[config.mk]
export PLATFORM = sky130hd
export DESIGN_NAME = sec_rst_ctrl
export DESIGN_NICKNAME = d
export VERILOG_FILES = /design/src/rtl/sec_rst_pkg.sv /design/src/rtl/sec_rst_regs.sv /design/src/rtl/sec_rst_trigger.sv /design/src/rtl/sec_rst_stretch.sv /design/src/rtl/sec_rst_ctrl.sv
export SDC_FILE = /design/constraint.sdc
export NUM_CORES = 1
export LEC_CHECK = 0
export CORE_ASPECT_RATIO = 1.1
export CORE_MARGIN = 8
export CORE_UTILIZATION = 33
export CTS_BUF_LIST = sky130_fd_sc_hd__clkbuf_4 sky130_fd_sc_hd__clkbuf_8
export DETAILED_ROUTE_END_ITERATION = 12
export DONT_BUFFER_PORTS = 1
export PLACE_DENSITY_LB_ADDON = 0.12
export SYNTH_ARGS = -nofsm -noshare
export SYNTH_HDL_FRONTEND = slang
export SYNTH_SLANG_ARGS = --single-unit
[constraint.sdc]
create_clock -name clk_i -period 1.8 [get_ports clk_i]
set_clock_uncertainty 0.05 [all_clocks]
set_input_delay 0.27 -clock clk_i [delete_from_list [all_inputs] [get_ports clk_i]]
set_output_delay 0.27 -clock clk_i [all_outputs]
set_load 0.05 [all_outputs]
[src/rtl/sec_rst_pkg.sv]
`timescale 1ns/1ps
package sec_rst_pkg;
  localparam int DATA_W = 32;
  localparam int ADDR_W = 2;

  typedef enum logic [ADDR_W-1:0] {
    ADDR_CTRL      = 2'd0,
    ADDR_SRC_MASK  = 2'd1,
    ADDR_CAUSE     = 2'd2,
    ADDR_SUB_CAUSE = 2'd3
  } reg_addr_e;

  localparam int CTRL_BLOCK_BIT   = 0;
  localparam int CTRL_ONESHOT_BIT = 1;
  localparam int CAUSE_SEC_BIT    = 9;
endpackage

[src/rtl/sec_rst_regs.sv]
`timescale 1ns/1ps
module sec_rst_regs
  import sec_rst_pkg::*;
#(
  parameter int N_SRC = 8
) (
  input  logic              clk_i,
  input  logic              rst_ni,
  input  logic              reg_valid_i,
  input  logic              reg_write_i,
  input  logic              reg_secure_i,
  input  logic [ADDR_W-1:0] reg_addr_i,
  input  logic [DATA_W-1:0] reg_wdata_i,
  output logic [DATA_W-1:0] reg_rdata_o,
  input  logic              fire_i,
  input  logic [N_SRC-1:0]  hit_i,
  output logic              glb_block_o,
  output logic              oneshot_o,
  output logic [N_SRC-1:0]  src_mask_o,
  output logic              cause_sec_o
);
  logic             wr_en, rd_en;
  logic             wr_ctrl, wr_mask, wr_cause, wr_sub;
  logic [N_SRC-1:0] sub_cause_q;
  logic [N_SRC-1:0] sub_clr;
  logic             sec_clr;
  logic             unused_wdata;

  assign unused_wdata = ^reg_wdata_i;

  assign wr_en    = reg_valid_i & reg_write_i & reg_secure_i;
  assign rd_en    = reg_valid_i & ~reg_write_i & reg_secure_i;
  assign wr_ctrl  = wr_en & (reg_addr_i == ADDR_CTRL);
  assign wr_mask  = wr_en & (reg_addr_i == ADDR_SRC_MASK);
  assign wr_cause = wr_en & (reg_addr_i == ADDR_CAUSE);
  assign wr_sub   = wr_en & (reg_addr_i == ADDR_SUB_CAUSE);

  assign sec_clr = wr_cause & reg_wdata_i[CAUSE_SEC_BIT];
  assign sub_clr = wr_sub ? reg_wdata_i[N_SRC-1:0] : '0;

  always_ff @(posedge clk_i or negedge rst_ni) begin
    if (!rst_ni) begin
      glb_block_o <= 1'b0;
      oneshot_o   <= 1'b1;
      src_mask_o  <= '0;
      cause_sec_o <= 1'b0;
      sub_cause_q <= '0;
    end else begin
      if (wr_ctrl) begin
        glb_block_o <= reg_wdata_i[CTRL_BLOCK_BIT];
        oneshot_o   <= reg_wdata_i[CTRL_ONESHOT_BIT];
      end
      if (wr_mask) src_mask_o <= reg_wdata_i[N_SRC-1:0];
      // capture wins over a same-cycle clear
      cause_sec_o <= fire_i | (cause_sec_o & ~sec_clr);
      sub_cause_q <= (fire_i ? hit_i : '0) | (sub_cause_q & ~sub_clr);
    end
  end

  always_comb begin
    reg_rdata_o = '0;
    if (rd_en) begin
      case (reg_addr_i)
        ADDR_CTRL: begin
          reg_rdata_o[CTRL_BLOCK_BIT]   = glb_block_o;
          reg_rdata_o[CTRL_ONESHOT_BIT] = oneshot_o;
        end
        ADDR_SRC_MASK:  reg_rdata_o[N_SRC-1:0]    = src_mask_o;
        ADDR_CAUSE:     reg_rdata_o[CAUSE_SEC_BIT] = cause_sec_o;
        default:        reg_rdata_o[N_SRC-1:0]    = sub_cause_q;
      endcase
    end
  end
endmodule

[src/rtl/sec_rst_trigger.sv]
`timescale 1ns/1ps
module sec_rst_trigger #(
  parameter int N_SRC = 8
) (
  input  logic             clk_i,
  input  logic             rst_ni,
  input  logic [N_SRC-1:0] viol_i,
  input  logic [N_SRC-1:0] src_mask_i,
  input  logic             glb_block_i,
  input  logic             oneshot_i,
  input  logic             busy_i,
  output logic [N_SRC-1:0] hit_o,
  output logic             fire_o,
  output logic             armed_o
);
  logic req;

  assign hit_o  = viol_i & ~src_mask_i;
  assign req    = (|hit_o) & ~glb_block_i;
  assign fire_o = req & ~busy_i & (armed_o | ~oneshot_i);

  // disarm on issue, rearm once the combined request is seen low
  always_ff @(posedge clk_i or negedge rst_ni) begin
    if (!rst_ni)      armed_o <= 1'b1;
    else if (fire_o)  armed_o <= 1'b0;
    else if (!req)    armed_o <= 1'b1;
  end
endmodule

[src/rtl/sec_rst_stretch.sv]
`timescale 1ns/1ps
module sec_rst_stretch #(
  parameter int STRETCH = 16
) (
  input  logic clk_i,
  input  logic rst_ni,
  input  logic fire_i,
  output logic active_o,
  output logic rst_no
);
  localparam int CNT_W = (STRETCH > 1) ? $clog2(STRETCH) : 1;

  logic [CNT_W-1:0] cnt_q;

  always_ff @(posedge clk_i or negedge rst_ni) begin
    if (!rst_ni) begin
      active_o <= 1'b0;
      cnt_q    <= '0;
    end else if (active_o) begin
      if (cnt_q == '0) active_o <= 1'b0;
      else             cnt_q    <= cnt_q - 1'b1;
    end else if (fire_i) begin
      active_o <= 1'b1;
      cnt_q    <= CNT_W'(STRETCH - 1);
    end
  end

  assign rst_no = ~active_o;
endmodule

[src/rtl/sec_rst_ctrl.sv]
`timescale 1ns/1ps
module sec_rst_ctrl
  import sec_rst_pkg::*;
#(
  parameter int N_SRC   = 8,
  parameter int STRETCH = 16
) (
  input  logic              clk_i,
  input  logic              rst_ni,
  input  logic [N_SRC-1:0]  viol_i,
  input  logic              reg_valid_i,
  input  logic              reg_write_i,
  input  logic              reg_secure_i,
  input  logic [ADDR_W-1:0] reg_addr_i,
  input  logic [DATA_W-1:0] reg_wdata_i,
  output logic [DATA_W-1:0] reg_rdata_o,
  output logic              sys_rst_no
);
  logic             glb_block, oneshot, cause_sec;
  logic [N_SRC-1:0] src_mask, hit;
  logic             fire, armed, active;

  sec_rst_regs #(.N_SRC(N_SRC)) u_regs (
    .clk_i        (clk_i),
    .rst_ni       (rst_ni),
    .reg_valid_i  (reg_valid_i),
    .reg_write_i  (reg_write_i),
    .reg_secure_i (reg_secure_i),
    .reg_addr_i   (reg_addr_i),
    .reg_wdata_i  (reg_wdata_i),
    .reg_rdata_o  (reg_rdata_o),
    .fire_i       (fire),
    .hit_i        (hit),
    .glb_block_o  (glb_block),
    .oneshot_o    (oneshot),
    .src_mask_o   (src_mask),
    .cause_sec_o  (cause_sec)
  );

  sec_rst_trigger #(.N_SRC(N_SRC)) u_trig (
    .clk_i       (clk_i),
    .rst_ni      (rst_ni),
    .viol_i      (viol_i),
    .src_mask_i  (src_mask),
    .glb_block_i (glb_block),
    .oneshot_i   (oneshot),
    .busy_i      (active),
    .hit_o       (hit),
    .fire_o      (fire),
    .armed_o     (armed)
  );

  sec_rst_stretch #(.STRETCH(STRETCH)) u_stretch (
    .clk_i    (clk_i),
    .rst_ni   (rst_ni),
    .fire_i   (fire),
    .active_o (active),
    .rst_no   (sys_rst_no)
  );
endmodule

== Yosys cells after proc, flatten, opt, wreduce, memory -nomap -nowiden ==
Cells that the tools add are included.
Word-level totals
  flip-flop bits (word level): 25
  input bits: 47
  output and inout port bits: 33
  logic and storage cells: 60
Cells by class
  add/subtract/negate cells: 1
  equal/unequal tests: 5
  muxes and demuxes: 15
  bitwise logic cells: 25
  reductions and logical operators: 6
Operator list (count)
  8-bit 2-to-1 mux: 3
  8-bit AND: 2
  8-bit NOT: 2
  1-bit AND: 13
  4-bit 2-to-1 mux: 3
  6-bit one-hot mux with 2 select lines: 1
  8-bit OR: 1
  8-bit OR reduction: 1
  1-bit 2-to-1 mux: 7
  2-bit one-hot mux with 3 select lines: 1
  1-bit NOT: 5
  2-bit equality test (second input constant): 2
  4-bit zero test: 1
  2-bit inequality test (second input constant): 2
  4-bit by 1-bit subtractor with 4-bit output (second input constant): 1
  2-bit by 1-bit equality test with 1-bit output (second input constant): 1
  2-bit zero test: 1
  1-bit OR: 2
  2-bit AND reduction: 1
  2-bit nonzero test: 1
  2-bit OR reduction: 1

== Depth between registers and ports, before layout ==
  word-level depth: 8
  depth in mapped cells: 5

== By module ==
Synthesis repeated with hierarchy kept, for this count alone.
Second synthesis, totals
  cells, all modules: 162
  area total of the unflattened synthesis: 1639.1 µm²
Modules (own cells, without submodules)
  sec_rst_regs: times used 1, cells each 121, area an instance 1171.1 µm², sequential area each 476.7 µm²
  sec_rst_stretch: times used 1, cells each 27, area an instance 267.8 µm², sequential area each 125.1 µm²
  sec_rst_trigger: times used 1, cells each 14, area an instance 200.2 µm², sequential area each 26.3 µm²

== Worst setup path after synthesis ==
OpenSTA, ideal clock, no wires.
  path kind: input-to-output
  from: input port reg_addr_i[0]
  to: output port reg_rdata_o[0]
  arrival time: 1451 ps
  required time: 1480 ps
  setup slack: 29 ps
  cell stages on the path: 5
  buffers on the path: 1
  cell sequence: clkbuf_1 -> mux2i_1 -> nor2_1 -> a31oi_1 -> nor2_1
On the way
  cells in the longest elaborated chain, start to end: 3
  elaborated cells on any way between the ends: 5
  classes of those cells: 2 x eq/ne; 2 x mux; 1 x reduce/logical
RTL lines
  start: declaration: RTL line sec_rst_ctrl.sv:14  | input logic [ADDR_W-1:0] reg_addr_i,
  2-bit equality test (tied with other cells): RTL line sec_rst_regs.sv:63  | case (reg_addr_i)
  2-bit one-hot mux with 3 select lines *: RTL line sec_rst_regs.sv:63
  8-bit 2-to-1 mux *: RTL line sec_rst_regs.sv:62  | if (rd_en) begin
  end: declaration: RTL line sec_rst_ctrl.sv:16  | output logic [DATA_W-1:0] reg_rdata_o,
Every way passes the cells marked *; elsewhere a longest branch is shown, timed or not.

== Final worst setup path ==
  from: register u_regs.src_mask_o[6]
  to: register u_regs.sub_cause_q[0]
On the way
  cells in the longest elaborated chain, start to end: 8
RTL lines
  start: declaration: RTL line sec_rst_regs.sv:19  | output logic [N_SRC-1:0] src_mask_o,
  start signal: assignment: RTL line sec_rst_regs.sv:53  | if (wr_mask) src_mask_o <= reg_wdata_i[N_SRC-1:0];
  8-bit NOT: RTL line sec_rst_trigger.sv:18  | assign hit_o = viol_i & ~src_mask_i;
  8-bit AND: RTL line sec_rst_trigger.sv:18
  8-bit OR reduction: RTL line sec_rst_trigger.sv:19  | assign req = (|hit_o) & ~glb_block_i;
  1-bit AND: RTL line sec_rst_trigger.sv:19
  1-bit AND (2 in a row): RTL line sec_rst_trigger.sv:20  | assign fire_o = req & ~busy_i & (armed_o | ~oneshot_i);
  8-bit 2-to-1 mux: RTL line sec_rst_regs.sv:56  | sub_cause_q <= (fire_i ? hit_i : '0) | (sub_cause_q & ~sub_clr);
  8-bit OR: RTL line sec_rst_regs.sv:56
  end signal: assignment: RTL line sec_rst_regs.sv:56
  end: declaration: RTL line sec_rst_regs.sv:24  | logic [N_SRC-1:0] sub_cause_q;
No other way between the ends.
A chain may end at the register's enable or synchronous reset.

==> metrics <==
Worst path top cell family by delay=simple AND/OR/NAND/NOR gates; Critical Path AT=1870 ps; RSZ-0062 raised after global routing=yes; row cnt=25; number of global-route vias before repair=1133; clock net sink count=25; Post-synth ARST share=1.00; Least-Margin Pin Slew=505 ps; Setup CP Type=reg -> reg; count of state elements after synthesis=25; GR Util All Layers=0.101; Via Count=1041; Num CTS Buffers=3; maximum number of pins on one net before global-route repair=26; Fin. Hold Viols=0; worst slack at placement=-16.3 ps; max-slew violation count=0; I/O Buffers=0; Core Util, Final=0.390; Syn-to-layout area delta=13.9%; Setup Viol. Count Final=0; CTS tree=yes; Peak VDD IR=0.652 mV; Power Total=2.05 mW; Worst path max stage delay=550 ps; Rel. slew slack=0.664; Setup crit end kind=flip-flop; clk root buf=clkbuf_8; Setup TNS Final=0 ps; Worst path slowest cell=or4_4; met1 Usage GRT=0.107; startpoint types=flip-flop; DR WL/cell=15.6 um; leakage=0.790 nW; routability cong.=0.753; worst path cell trace=nor2b_2, or4_4, o21a_4, buf_6, a22o_2; grt ovf=0; core area=4290 um^2; sequential-to-total area share from yosys stat=0.428; final worst-path setup slack=32.8 ps; DRT iter0 DRCs=13; residual DRC count=0; nets@finish=217; number of synthesized flops with an enable pin=0; Antenna Violating Nets Remaining=0; Max Clk Rate=566 MHz; Die W=79.6 um; layout cells sized above 1=0.263; DP Area=1530 um^2; worst endpoint required time=1910 ps; top_reg_cell synth=dfrtp_1; max_cap viols=0; synth warn=0; final WL=3.46 mm; period utilization=0.982; dpl hpwl=2.70 mm; Cells after Synth=147; GRT Max-Usage Layer=met2; Worst-path clk slew=90 ps; 1st-pass router iterations=3; vias per std cell=4.69; syn avg cell area=9.98 um^2; Unique masters post-synth=32; Die H=85.9 um; first-pass GRT wire length=5.50 mm; worst min-delay path class=in -> reg; die area=6840 um^2; initial antenna violation count=1; mapped cell area=1470 um^2; Power Density=1230 nW/um^2; met2 GRT Util=0.180; Initial Util=0.342; met3 capacity usage during global routing=0.0345; Bufs on Longest Clock Path=2; Buf+Inv Stages, Crit Path=1; Finished Cell Area=1670 um^2; # IOs=80; H-tree levels=1; Clock Latency Late Sink=270 ps; CP Max Fanout=5; Final min period=1770 ps; status=finished, final reports clean
[cells in the final DEF (no fill, tap or decap), types with 2 or more instances in the layout]
cell / instances
a21oi_1: 3
a22o_1: 5
a22o_2: 2
a31oi_1: 2
buf_4: 15
buf_6: 3
clkbuf_8: 3
conb_1: 23
dfrtp_1: 23
dfstp_2: 2
ha_1: 2
inv_1: 3
mux2_2: 10
mux2i_1: 8
nand2_1: 14
nor2_1: 16
nor2b_1: 8
nor3_1: 3
o21ai_0: 3
or4_4: 2
xor2_1: 2
[metal layers]
| layer | share of wire | routed length [um] |
|---|---|---|
| met1 | 0.39 | 1370 |
| met2 | 0.51 | 1770 |
| met3 | 0.077 | 267 |
| met4 | 0.015 | 53 |
| met5 | 0 | 0 |
[final timing paths]
check / start / to / slack (ps) / cells past startpoint
worst max-delay path: u_regs.src_mask_o[6] / u_regs.sub_cause_q[0] / 30 / 5
worst min-delay path: reg_wdata_i[7] / u_regs.src_mask_o[7] / 90 / 1
worst max register to register: u_regs.src_mask_o[6] / u_regs.sub_cause_q[0] / 30 / 5
worst min register to register: u_regs.sub_cause_q[2] / u_regs.sub_cause_q[2] / 460 / 1
max in group asynchronous: rst_ni / u_trig.armed_o / 1100 / 2
min in group asynchronous: rst_ni / u_regs.src_mask_o[1] / 370 / 2
[area by class of cell]
cell class | instances | area (um^2)
fill | 431 | 2620
multi-input combinational | 115 | 736
sequential | 25 | 628
timing repair buffer | 20 | 176
tap | 54 | 67.6
clock buffer | 4 | 48.8
inverter | 3 | 11.3
antenna | 1 | 2.50
[per-stage QoR]
stage / hold WS, ps / cells
after global routing: 87.1 / 222
after floorplan: -75.6 / 169
after CTS: 92.7 / 218
final: 93.9 / 222
after global placement: -74.9 / 211
after detailed placement: -74.9 / 211
[registers in the layout, summed over array words and instances, names as in the netlist]
| register | count |
|---|---|
| u_trig.armed_o | 1 |
| u_regs.src_mask_o | 8 |
| u_stretch.cnt_q | 4 |
| u_regs.sub_cause_q | 8 |
| u_regs.cause_sec_o | 1 |
| u_regs.glb_block_o | 1 |
| u_stretch.active_o | 1 |
| u_regs.oneshot_o | 1 |
[kinds of logic after synthesis]
kind of cell               count (synthesis)  synth area share
and+or+nand+nor                           50             0.166
buffers and inverters                     29             0.138
adders and majority gates                  2            0.0171
xor gates and xnor gates                   2            0.0119
other                                      1           0.00256
AOI/OAI and AO/OA                         20             0.104
muxes                                     18             0.131
DFF                                       25             0.428
[report_power, final]
group | switching, mW | internal [mW] | leakage, nW
Sequential | 0.137 | 0.774 | 0.280
Clock | 0.175 | 0.173 | 0.0262
Combinational | 0.423 | 0.372 | 0.483
[repair_timing]
| item | in CTS | in global routing |
|---|---|---|
| hold buffers | 2 | 0 |
| buffers inserted | 1 | 3 |
| hold endpoints to repair | 25 | 0 |
| resized for setup | 1 | 5 |
| gates cloned | 0 | 0 |
| endpoints found under the setup margin | 8 | 11 |
| pin swaps | 1 | 1 |
[Yosys cell counts, types with 3 or more instances]
| cell | instances | area share |
|---|---|---|
| o21ai_0 | 3 | 0.010 |
| a22o_2 | 3 | 0.020 |
| dfrtp_1 | 23 | 0.39 |
| a22o_1 | 5 | 0.030 |
| buf_4 | 23 | 0.12 |
| mux2_2 | 10 | 0.077 |
| nor2b_1 | 9 | 0.038 |
| nor3_1 | 3 | 0.010 |
| nor2_1 | 16 | 0.041 |
| mux2i_1 | 8 | 0.055 |
| a21oi_1 | 3 | 0.010 |
| inv_1 | 3 | 0.0077 |
| nand2_1 | 14 | 0.036 |
Note: power is estimated with default switching activity, not from simulation.
